==> config.mk <==
export PLATFORM = sky130hd
export DESIGN_NAME = rv_int_alu
export DESIGN_NICKNAME = d
export VERILOG_FILES = /design/src/rtl/rv_alu_pkg.sv /design/src/rtl/alu_addsub.sv /design/src/rtl/alu_shifter.sv /design/src/rtl/alu_bitwise.sv /design/src/rtl/rv_int_alu.sv
export SDC_FILE = /design/constraint.sdc
export NUM_CORES = 1
export LEC_CHECK = 0
export BUFFER_PORTS_ARGS = -buffer_cell sky130_fd_sc_hd__buf_4
export CAP_MARGIN = 20
export CORE_UTILIZATION = 40
export DETAILED_ROUTE_END_ITERATION = 16
export PLACE_DENSITY = 0.58
export SYNTH_ARGS = -nofsm -noshare
export SYNTH_HDL_FRONTEND = slang
export SYNTH_SLANG_ARGS = --single-unit
==> constraint.sdc <==
create_clock -name vclk -period 5.45
set_input_delay 0.2725 -clock vclk [all_inputs]
set_output_delay 0.2725 -clock vclk [all_outputs]
set_load 0.02 [all_outputs]
==> src/rtl/rv_alu_pkg.sv <==
package rv_alu_pkg;

  localparam int unsigned SEL_W = 4;

  // Operation codes: {funct7[5], funct3}
  typedef enum logic [SEL_W-1:0] {
    OP_ADD  = 4'b0000,
    OP_SLL  = 4'b0001,
    OP_SLT  = 4'b0010,
    OP_SLTU = 4'b0011,
    OP_XOR  = 4'b0100,
    OP_SRL  = 4'b0101,
    OP_OR   = 4'b0110,
    OP_AND  = 4'b0111,
    OP_SUB  = 4'b1000,
    OP_SRA  = 4'b1101
  } alu_op_e;

  // Selector for the bitwise unit (low two funct3 bits)
  typedef enum logic [1:0] {
    BW_XOR  = 2'b00,
    BW_NONE = 2'b01,
    BW_OR   = 2'b10,
    BW_AND  = 2'b11
  } bw_sel_e;

endpackage

==> src/rtl/alu_addsub.sv <==
// Shared adder: add, or subtract by adding the inverted operand plus one.
// The compare outputs come from the same adder and are valid only while sub_en is high.
module alu_addsub #(
  parameter int unsigned W = 32
) (
  input  logic [W-1:0] a,
  input  logic [W-1:0] b,
  input  logic         sub_en,
  output logic [W-1:0] sum,
  output logic         lt_signed,
  output logic         lt_unsigned
);

  localparam int unsigned MSB = W - 1;

  logic [W-1:0] b_eff;
  logic [W:0]   wide;
  logic         carry;

  always_comb begin
    b_eff = sub_en ? ~b : b;
    wide  = {1'b0, a} + {1'b0, b_eff} + {{W{1'b0}}, sub_en};
  end

  assign sum   = wide[W-1:0];
  assign carry = wide[W];

  // When subtracting, no carry out means a borrow, so a < b unsigned
  assign lt_unsigned = ~carry;

  // Signs differ: a is the smaller one when it is negative.
  // Signs match: the difference cannot overflow, so its sign decides.
  assign lt_signed = (a[MSB] != b[MSB]) ? a[MSB] : sum[MSB];

endmodule

==> src/rtl/alu_shifter.sv <==
// Log-depth barrel shifter. A right shift is the only core operation.
// A left shift reverses the bits before and after it.
module alu_shifter #(
  parameter int unsigned W  = 32,
  parameter int unsigned SW = $clog2(W)
) (
  input  logic [W-1:0]  data,
  input  logic [SW-1:0] amt,
  input  logic          go_left,
  input  logic          arith,
  output logic [W-1:0]  shifted
);

  localparam int unsigned MSB = W - 1;

  logic [W-1:0] rev_in;
  logic [W-1:0] rev_out;
  logic [W-1:0] stage [0:SW];
  logic         fill;

  always_comb begin
    for (int i = 0; i < W; i++) begin
      rev_in[i] = data[MSB - i];
    end
  end

  assign fill     = arith & ~go_left & data[MSB];
  assign stage[0] = go_left ? rev_in : data;

  for (genvar k = 0; k < SW; k++) begin : g_stage
    localparam int unsigned DIST = 1 << k;
    assign stage[k+1] = amt[k] ? {{DIST{fill}}, stage[k][W-1:DIST]} : stage[k];
  end

  always_comb begin
    for (int i = 0; i < W; i++) begin
      rev_out[i] = stage[SW][MSB - i];
    end
  end

  assign shifted = go_left ? rev_out : stage[SW];

endmodule

==> src/rtl/alu_bitwise.sv <==
// Bitwise unit: xor / or / and
module alu_bitwise #(
  parameter int unsigned W = 32
) (
  input  logic [W-1:0]          a,
  input  logic [W-1:0]          b,
  input  rv_alu_pkg::bw_sel_e   sel,
  output logic [W-1:0]          y
);

  import rv_alu_pkg::*;

  always_comb begin
    case (sel)
      BW_XOR:  y = a ^ b;
      BW_OR:   y = a | b;
      BW_AND:  y = a & b;
      default: y = '0;
    endcase
  end

endmodule

==> src/rtl/rv_int_alu.sv <==
module rv_int_alu #(
  parameter int unsigned XLEN = 32
) (
  input  logic [3:0]      op_sel,
  input  logic [XLEN-1:0] opnd_a,
  input  logic [XLEN-1:0] opnd_b,
  output logic [XLEN-1:0] result
);

  import rv_alu_pkg::*;

  localparam int unsigned SHW = $clog2(XLEN);

  logic            sub_en;
  logic [XLEN-1:0] sum;
  logic            lt_s;
  logic            lt_u;
  logic            go_left;
  logic            arith;
  logic [XLEN-1:0] shifted;
  logic [XLEN-1:0] bw_y;
  bw_sel_e         bw_sel;

  assign sub_en  = (op_sel == OP_SUB) || (op_sel == OP_SLT) || (op_sel == OP_SLTU);
  assign go_left = (op_sel == OP_SLL);
  assign arith   = (op_sel == OP_SRA);
  assign bw_sel  = bw_sel_e'(op_sel[1:0]);

  alu_addsub #(.W(XLEN)) u_addsub (
    .a           (opnd_a),
    .b           (opnd_b),
    .sub_en      (sub_en),
    .sum         (sum),
    .lt_signed   (lt_s),
    .lt_unsigned (lt_u)
  );

  alu_shifter #(.W(XLEN), .SW(SHW)) u_shift (
    .data    (opnd_a),
    .amt     (opnd_b[SHW-1:0]),
    .go_left (go_left),
    .arith   (arith),
    .shifted (shifted)
  );

  alu_bitwise #(.W(XLEN)) u_bitwise (
    .a   (opnd_a),
    .b   (opnd_b),
    .sel (bw_sel),
    .y   (bw_y)
  );

  always_comb begin
    case (op_sel)
      OP_ADD, OP_SUB:          result = sum;
      OP_SLT:                  result = {{(XLEN-1){1'b0}}, lt_s};
      OP_SLTU:                 result = {{(XLEN-1){1'b0}}, lt_u};
      OP_SLL, OP_SRL, OP_SRA:  result = shifted;
      OP_XOR, OP_OR, OP_AND:   result = bw_y;
      default:                 result = '0;
    endcase
  end

endmodule

==> results of run 1 <==
-- cell type report --
class | instances | area [um2] | share of cell area
multi-input cells | 861 | 6492 | 0.8191
well taps | 225 | 281.5 | 0.03552
repair buffers | 116 | 874.6 | 0.1103
inverters | 74 | 277.8 | 0.03504
-- worst max-delay path, stage by stage --
cell and delay (ps):
buf_4 200, or3b_2 530, a311oi_1 540, inv_1 130, fa_1 460, nor2b_1 160
o31ai_1 120, a2111oi_0 820, nor3_1 110, nor3_1 530, xnor2_1 190, o22ai_1 110
a211o_1 310, buf_4 170
-- power groups by stage --
| stage | logic [mW] | clock network, mW | registers, mW |
|---|---|---|---|
| floorplan | 0.655 | 0 | 0 |
| global placement | 0.984 | 0 | 0 |
| detailed placement | 0.983 | 0 | 0 |
| CTS | 0.987 | 0 | 0 |
| global route | 1.09 | 0 | 0 |
| finish | 1.01 | 0 | 0 |
-- stage by stage --
stage	instances	instance area (um2)	hold slack, ps	setup WS, ps	power [mW]
finish	1276	7926	1075	533.7	1.012
global route	1276	7926	1112	234.5	1.087
CTS	1276	7926	1066	638.5	0.9872
detailed placement	1276	7926	1066	642.3	0.9828
global placement	1275	7915	1080	771.9	0.9840
floorplan	1008	7051	892.9	1249	0.6551
-- routing by layer --
layer | GRT usage | routed length [um]
met5 | 0 | 0
met4 | 0.1361 | 1418
met3 | 0.05631 | 3063
met2 | 0.5355 | 13900
met1 | 0.4575 | 12740
-- kinds of logic (layout without fill, tap and decap cells) --
| group | after synthesis | count (layout) | synth area share |
|---|---|---|---|
| xor+xnor | 57 | 57 | 0.07081 |
| simple gates | 291 | 291 | 0.1862 |
| buf+inv | 147 | 190 | 0.08234 |
| mux | 84 | 84 | 0.1851 |
| compound gates | 332 | 332 | 0.3024 |
| fa+ha+maj | 97 | 97 | 0.1732 |
-- worst max path at each step --
stage / start / to / slack [ps] / cells after the start
floorplan: op_sel[0] / result[22] / 1250 / 14
global placement: op_sel[1] / result[22] / 770 / 14
detailed placement: op_sel[1] / result[22] / 640 / 14
CTS: op_sel[1] / result[22] / 640 / 14
global route: op_sel[1] / result[22] / 230 / 14
finish: op_sel[1] / result[18] / 530 / 14
-- cell usage in the layout, fill, tap and decap left out, types with 8 or more instances in the layout --
cell and count:
buf_4 115, nor2_1 106, ha_1 96, nand2_1 92, a21oi_1 91, inv_1 70, o21ai_0 69, xnor2_1 49
mux2i_1 46, mux4_2 37, a211oi_1 26, o22ai_1 23, nor3_1 21, a31oi_1 18, nand3_1 12, a22oi_1 12
nor2b_1 11, o211ai_1 11, a21o_1 10, and3_1 10, a221o_1 9, nand2b_1 8, xor2_1 8
==> flow_metrics.env, run 1 <==
export IMPL_status="finished, final reports clean"
export IMPL_p_per_area_nw_per_um2=127.6
export IMPL_worst_slew_pin_slew_ps=1095
export IMPL_ant_nets=0
export IMPL_syn2layout_area_growth_pct=12.42
export IMPL_criticalPathCategory="in -> out"
export IMPL_grt_antenna_before_repair=0
export IMPL_fin_tns_setup_ps=0
export IMPL_slew_headroom=0.2700
export IMPL_rsz0062_at_grt="false"
export IMPL_peakVddDrop_v=0.00005718
export IMPL_synth_largest_area_cell="ha_1"
export IMPL_port_buffer_count=100
export IMPL_postCtsHoldBufs=0
export IMPL_whs_endpoint="result[0]"
export IMPL_final_util=0.4599
export IMPL_hold_path_class="in -> out"
export IMPL_synthTopCellsByCount="106 x nor2_1, 96 x ha_1, 92 x a21oi_1, 92 x nand2_1, 70 x inv_1"
export IMPL_maxCapViolations=0
export IMPL_seqPwrFrac=0
export IMPL_synth_nets=1173
export IMPL_seq_cells=0
export IMPL_yosysWarnings=0
export IMPL_fmax_mhz=203.4
export IMPL_grt_max_degree=45
export IMPL_setup_viol=0
export IMPL_synth_distinct_cells=67
export IMPL_drt_wirelength_per_cell_um=24.39
export IMPL_nClkBuffers=0
export IMPL_vias=8392
export IMPL_power_switching_mw=0.6229
export IMPL_drive_gt1_frac=0.1598
export IMPL_place_gp_congestion=1.002
export IMPL_die_area_um2=18160
export IMPL_dieWidth_um=134.8
export IMPL_min_from="op_sel[0]"
export IMPL_grt_pass1_wl_um=46920
export IMPL_globalRouteOverflowTotal=0
export IMPL_drv_slew=0
export IMPL_fp_dieH_um=134.8
export IMPL_final_hold_viol_count=0
export IMPL_grt_pass1_vias=7757
export IMPL_leakagePower_nw=3.530
export IMPL_cp_start_kind="input port"
export IMPL_worstPathRequired_ps=5180
export IMPL_synth_cells=1008
export IMPL_postCtsSetupBuffers=0
export IMPL_intPower_mw=0.3887
export IMPL_clkPwrFrac=0
export IMPL_routed_wl_um=31120
export IMPL_drt_pass1_iter_count=6
export IMPL_row_count=48
export IMPL_grt_use_total=0.3391
export IMPL_hpwl_um=24170
export IMPL_start_util=0.4090
export IMPL_crit_path_end_kind="output port"
export IMPL_avgSynthCellArea_um2=6.995
export IMPL_core_um2=17240
export IMPL_crit_arrival_ps=4640
export IMPL_viasPerCell=6.577
export IMPL_synth_area_leaders="ha_1 17%, mux4_2 12%, a21oi_1 6.5%"
export IMPL_synth_top_area_frac=0.1704
export IMPL_synth_most_common_cell="nor2_1"
export IMPL_nets=1218
export IMPL_path_max_fanout=23
export IMPL_drc=0
export IMPL_swShare=0.6157
export IMPL_fin_crit_ps=4916
export IMPL_register_area_um2=0
export IMPL_power_frac_comb=1.000
export IMPL_yosysSeqAreaShare=0
export IMPL_fillerInstances=1821
export IMPL_drt_iter0_drc=1087
export IMPL_synth_area_um2=7051
export IMPL_hold_depth=4
export IMPL_ios=100
export IMPL_diodes=0
export IMPL_fin_crit_sh=0.9021
export IMPL_cts_repair_resized=0
(Power assumes the default switching activity.)
==> inputs of run 2 (changes only) <==
--- a/config.mk
+++ b/config.mk
@@ -5,6 +5,7 @@
 export SDC_FILE = /design/constraint.sdc
 export NUM_CORES = 1
 export LEC_CHECK = 0
+export ABC_AREA = 1
 export BUFFER_PORTS_ARGS = -buffer_cell sky130_fd_sc_hd__buf_4
 export CAP_MARGIN = 20
 export CORE_UTILIZATION = 40
==> flow_metrics.env, run 2 <==
export IMPL_finalInstanceArea_um2=7636
export IMPL_critPathMostFrequentCell="nand2_1"
export IMPL_hold_path_class="in -> out"
export IMPL_synth_most_common_cell="nand2_1"
export IMPL_fin_crit_ps=4109
export IMPL_die_area_um2=17630
export IMPL_start_util=0.4112
export IMPL_crit_path_end_kind="output port"
export IMPL_grt_pass1_vias=8061
export IMPL_seq_cells=0
export IMPL_ant_nets=0
export IMPL_synth_area_um2=6843
export IMPL_row_count=47
export IMPL_drive_gt1_frac=0.1007
export IMPL_peakVddDrop_v=0.00005835
export IMPL_fp_dieH_um=132.8
export IMPL_crit_arrival_ps=3840
export IMPL_yosysSeqAreaShare=0
export IMPL_final_cell_mix="370 x nand2_1, 343 x nand3_1, 115 x inv_1, 110 x buf_4, 96 x ha_1"
export IMPL_rsz0062_at_grt="false"
export IMPL_grt_use_total=0.3391
export IMPL_drv_slew=0
export IMPL_routed_wl_um=30690
export IMPL_synth_largest_area_cell="nand3_1"
export IMPL_crit_slowest_cell="o21ai_0"
export IMPL_hpwl_um=24810
export IMPL_avgSynthCellArea_um2=5.268
export IMPL_final_common_cell="nand2_1"
export IMPL_cp_cell_sequence="buf_4, nor2_1, nand2_1, nand2_2, xor2_1, inv_1, fa_1, inv_1, nand2_1, o21ai_0, nand2_1, nand2_1, a21oi_1, inv_1, nand2_1, nand2_1, nand2_1, nand2_1, nand2_1, nand3_1, nand3_1, buf_4"
export IMPL_drt_pass1_iter_count=6
export IMPL_viasPerCell=5.826
export IMPL_synth_cells=1299
export IMPL_fin_crit_sh=0.7540
export IMPL_status="finished, final reports clean"
export IMPL_grt_pass1_wl_um=46610
export IMPL_nClkBuffers=0
export IMPL_grt_antenna_before_repair=0
export IMPL_synth_top_area_frac=0.2509
export IMPL_port_buffer_count=100
export IMPL_maxCapViolations=0
export IMPL_final_hold_viol_count=0
export IMPL_p_total_mw=0.8985
export IMPL_drt_iter0_drc=956
export IMPL_p_per_area_nw_per_um2=117.7
export IMPL_ios=100
export IMPL_yosysWarnings=0
export IMPL_cts_repair_resized=0
export IMPL_postCtsHoldBufs=0
export IMPL_worstPathRequired_ps=5180
export IMPL_drc=0
export IMPL_dieWidth_um=132.8
export IMPL_criticalPathCategory="in -> out"
export IMPL_max_stage_delay_ps=440
export IMPL_leakagePower_nw=4.050
export IMPL_worst_slew_pin_slew_ps=1100
export IMPL_fin_tns_setup_ps=0
export IMPL_diodes=0
export IMPL_grt_max_degree=50
export IMPL_setup_viol=0
export IMPL_nets=1507
export IMPL_vias=9089
export IMPL_hold_depth=5
export IMPL_core_um2=16640
export IMPL_synthTopCellsByCount="371 x nand2_1, 343 x nand3_1, 115 x inv_1, 96 x ha_1"
export IMPL_cp_start_kind="input port"
export IMPL_globalRouteOverflowTotal=0
export IMPL_placed_cell_area_um2=7621
export IMPL_postCtsSetupBuffers=0
export IMPL_synth_area_leaders="nand3_1 25%, nand2_1 20%, ha_1 18%"
export IMPL_fmax_mhz=243.4
export IMPL_slew_headroom=0.2655
export IMPL_synth_distinct_cells=40
export IMPL_path_max_fanout=37
export IMPL_syn2layout_area_growth_pct=11.59
export IMPL_drt_wirelength_per_cell_um=19.67
export IMPL_place_gp_congestion=0.9909
export IMPL_register_area_um2=0
export IMPL_synth_nets=1464
==> run 2: cell types whose count changed after synthesis, sizes merged, moves of 25 or more <==
cell	change
nand3	+331
nand2	+287
xnor2	-49
mux2i	-46
nor2	-46
inv	+45
a21oi	-37
mux4	-37
clkbuf	-25
==> run 2: worst max-delay path: cells and delay by family <==
kind,cells,cell delay (ps)
AND/OR/NAND/NOR,13,1740
buffers and inverters,5,670
AO/OA/AOI/OAI,2,530
adder cells (fa/ha/maj),1,350
XOR/XNOR,1,240
==> run 2: metrics by stage <==
step | utilization | hold WS, ps | cells | setup WS [ps]
floorplan | - | 873.7 | 1299 | 2503
global placement | 0.4579 | 1123 | 1559 | 1511
detailed placement | 0.4579 | 1090 | 1559 | 1420
CTS | 0.4579 | 1095 | 1559 | 1414
global route | 0.4588 | 1101 | 1560 | 942.2
finish | 0.4588 | 1105 | 1560 | 1341
==> run 2: cell type report <==
cell class | instances | area [um2]
fillers | 1906 | 9006
multi-input cells | 1109 | 6070
repair buffers | 111 | 840.8
well taps | 220 | 275.3
inverters | 120 | 450.4
==> run 2: routing by layer <==
| metal | share of wire | vias to the layer above | track usage |
|---|---|---|---|
| met2 | 0.43 | 430 | 0.5224 |
| met5 | 0 | - | 0 |
| met4 | 0.041 | 0 | 0.1264 |
| met3 | 0.080 | 55 | 0.02605 |
| li1 | - | 4459 | - |
| met1 | 0.45 | 4145 | 0.4871 |
==> run 2: report_power, final <==
group	switching, mW	leakage, nW	total [mW]	internal, mW
Combinational	0.599	4.05	0.899	0.299
Sequential	0	0	0	0
Clock	0	0	0	0
Total	0.599	4.05	0.899	0.299
==> run 2: final timing paths <==
kind                      to  slack, ps       from
setup / recovery  result[26]       1340  op_sel[2]
hold / removal     result[1]       1110  op_sel[3]
==> run 2: cells by family after synthesis <==
logic type | count (synthesis) | synth area share
AND/OR/NAND/NOR | 805 | 0.5197
buffers and inverters | 190 | 0.1145
AO/OA/AOI/OAI | 176 | 0.1477
adder cells (fa/ha/maj) | 97 | 0.1785
XOR/XNOR | 31 | 0.03968
==> inputs of run 3 (changes only) <==
--- a/config.mk
+++ b/config.mk
@@ -10,7 +10,7 @@
 export CAP_MARGIN = 20
 export CORE_UTILIZATION = 40
 export DETAILED_ROUTE_END_ITERATION = 16
-export PLACE_DENSITY = 0.58
+export PLACE_DENSITY = 0.61
 export SYNTH_ARGS = -nofsm -noshare
 export SYNTH_HDL_FRONTEND = slang
 export SYNTH_SLANG_ARGS = --single-unit
==> constraint.sdc (replaced) <==
create_clock -name vclk -period 3.7
set_input_delay 0.185 -clock vclk [all_inputs]
set_output_delay 0.185 -clock vclk [all_outputs]
set_load 0.02 [all_outputs]
==> flow_metrics.env, run 3 (synthesized netlist as in run 2, its figures left out) <==
export IMPL_drv_slew=0
export IMPL_routed_wl_um=30650
export IMPL_drt_iter0_drc=1054
export IMPL_fin_crit_sh=0.9039
export IMPL_p_total_mw=1.344
export IMPL_hold_depth=5
export IMPL_final_common_cell="nand2_1"
export IMPL_grt_pass1_wl_um=46940
export IMPL_rsz0062_at_grt="false"
export IMPL_crit_path_start="op_sel[3]"
export IMPL_min_from="op_sel[3]"
export IMPL_drt_wirelength_per_cell_um=19.41
export IMPL_seq_cells=0
export IMPL_row_count=47
export IMPL_worst_slew_pin_slew_ps=815.8
export IMPL_fp_dieH_um=132.8
export IMPL_p_per_area_nw_per_um2=172.5
export IMPL_final_util=0.4682
export IMPL_grt_pass1_vias=8242
export IMPL_dieWidth_um=132.8
export IMPL_slew_headroom=0.4555
export IMPL_grt_antenna_before_repair=0
export IMPL_drive_gt1_frac=0.1141
export IMPL_syn2layout_area_growth_pct=13.88
export IMPL_hold_path_class="in -> out"
export IMPL_peakVddDrop_v=0.00007664
export IMPL_fmax_mhz=299.0
export IMPL_fin_tns_setup_ps=0
export IMPL_viasPerCell=5.835
export IMPL_diodes=0
export IMPL_nets=1526
export IMPL_placed_cell_area_um2=7784
export IMPL_grt_max_degree=36
export IMPL_criticalPathCategory="in -> out"
export IMPL_start_util=0.4112
export IMPL_crit_arrival_ps=3160
export IMPL_globalRouteOverflowTotal=0
export IMPL_register_area_um2=0
export IMPL_finalInstanceArea_um2=7792
export IMPL_core_um2=16640
export IMPL_drt_pass1_iter_count=8
export IMPL_fin_crit_ps=3344
export IMPL_worstPathRequired_ps=3510
export IMPL_whs_endpoint="result[2]"
export IMPL_leakagePower_nw=4.144
export IMPL_port_buffer_count=100
export IMPL_nClkBuffers=0
export IMPL_final_cell_mix="370 x nand2_1, 343 x nand3_1, 129 x buf_4, 115 x inv_1, 96 x ha_1"
export IMPL_grt_use_total=0.3423
export IMPL_die_area_um2=17630
export IMPL_status="finished, final reports clean"
export IMPL_cp_start_kind="input port"
export IMPL_place_gp_congestion=1.018
export IMPL_drc=0
export IMPL_maxCapViolations=0
export IMPL_setup_viol=0
export IMPL_vias=9214
export IMPL_ant_nets=0
export IMPL_fillerInstances=1874
export IMPL_crit_path_end_kind="output port"
export IMPL_path_max_fanout=5
export IMPL_final_hold_viol_count=0
export IMPL_hpwl_um=25190
export IMPL_ios=100
==> run 3: layout make-up <==
cell class | instances | area (um2) | share of cell area
multi-input combinational | 1109 | 6078 | 0.7800
tap | 220 | 275.3 | 0.03532
inverter | 120 | 450.4 | 0.05780
timing repair buffer | 130 | 988.4 | 0.1268
==> run 3: worst max-delay path by stage <==
stage                 endpoint  slack [ps]
detailed placement  result[26]         400
finish              result[26]         360
global route        result[26]          30
global placement     result[0]         390
CTS                 result[26]         380
floorplan           result[26]         930
==> run 3: layer usage <==
layer  up-vias  GRT usage  part of all wire
met3        79    0.05594             0.093
met4         0     0.1564             0.055
li1       4498          -                 -
met2       467     0.5361              0.43
met1      4170     0.4565              0.42
met5         -          0                 0
==> run 3: timing repair <==
item / 4_1_cts / 5_1_grt
buffers inserted: 0 / 0
resized for setup: 0 / 2
hold buffers: 0 / 0
endpoints found under the setup margin: 0 / 2
==> run 3: through the flow <==
stage          setup WS [ps]  instances  hold slack [ps]
6_report               355.7       1579            878.7
3_3_place_gp           389.9       1579            883.6
5_1_grt                30.14       1579            908.3
3_5_place_dp           397.2       1579            880.9
2_1_floorplan          927.9       1299            698.7
4_1_cts                376.1       1579            880.8
==> run 3: worst max-delay path, stage by stage <==
cell and delay [ps]:
buf_4 120, inv_1 50, nor2_1 140, nand2_1 130
nand2_4 150, xor2_1 220, inv_1 80, fa_1 350
inv_1 80, nand2_1 80, o21ai_0 170, buf_4 170
nand2_1 50, nand2_1 150, a21oi_1 90, inv_1 140
nand2_1 60, nand2_1 100, nand2_1 120, nand2_1 80
nand2_1 50, nand3_1 90, nand3_1 110, buf_4 180
==> run 3: power by group <==
group          leakage [nW]  switching, mW  internal (mW)
sequential                0              0              0
clock                     0              0              0
combinational          4.14          0.889          0.455
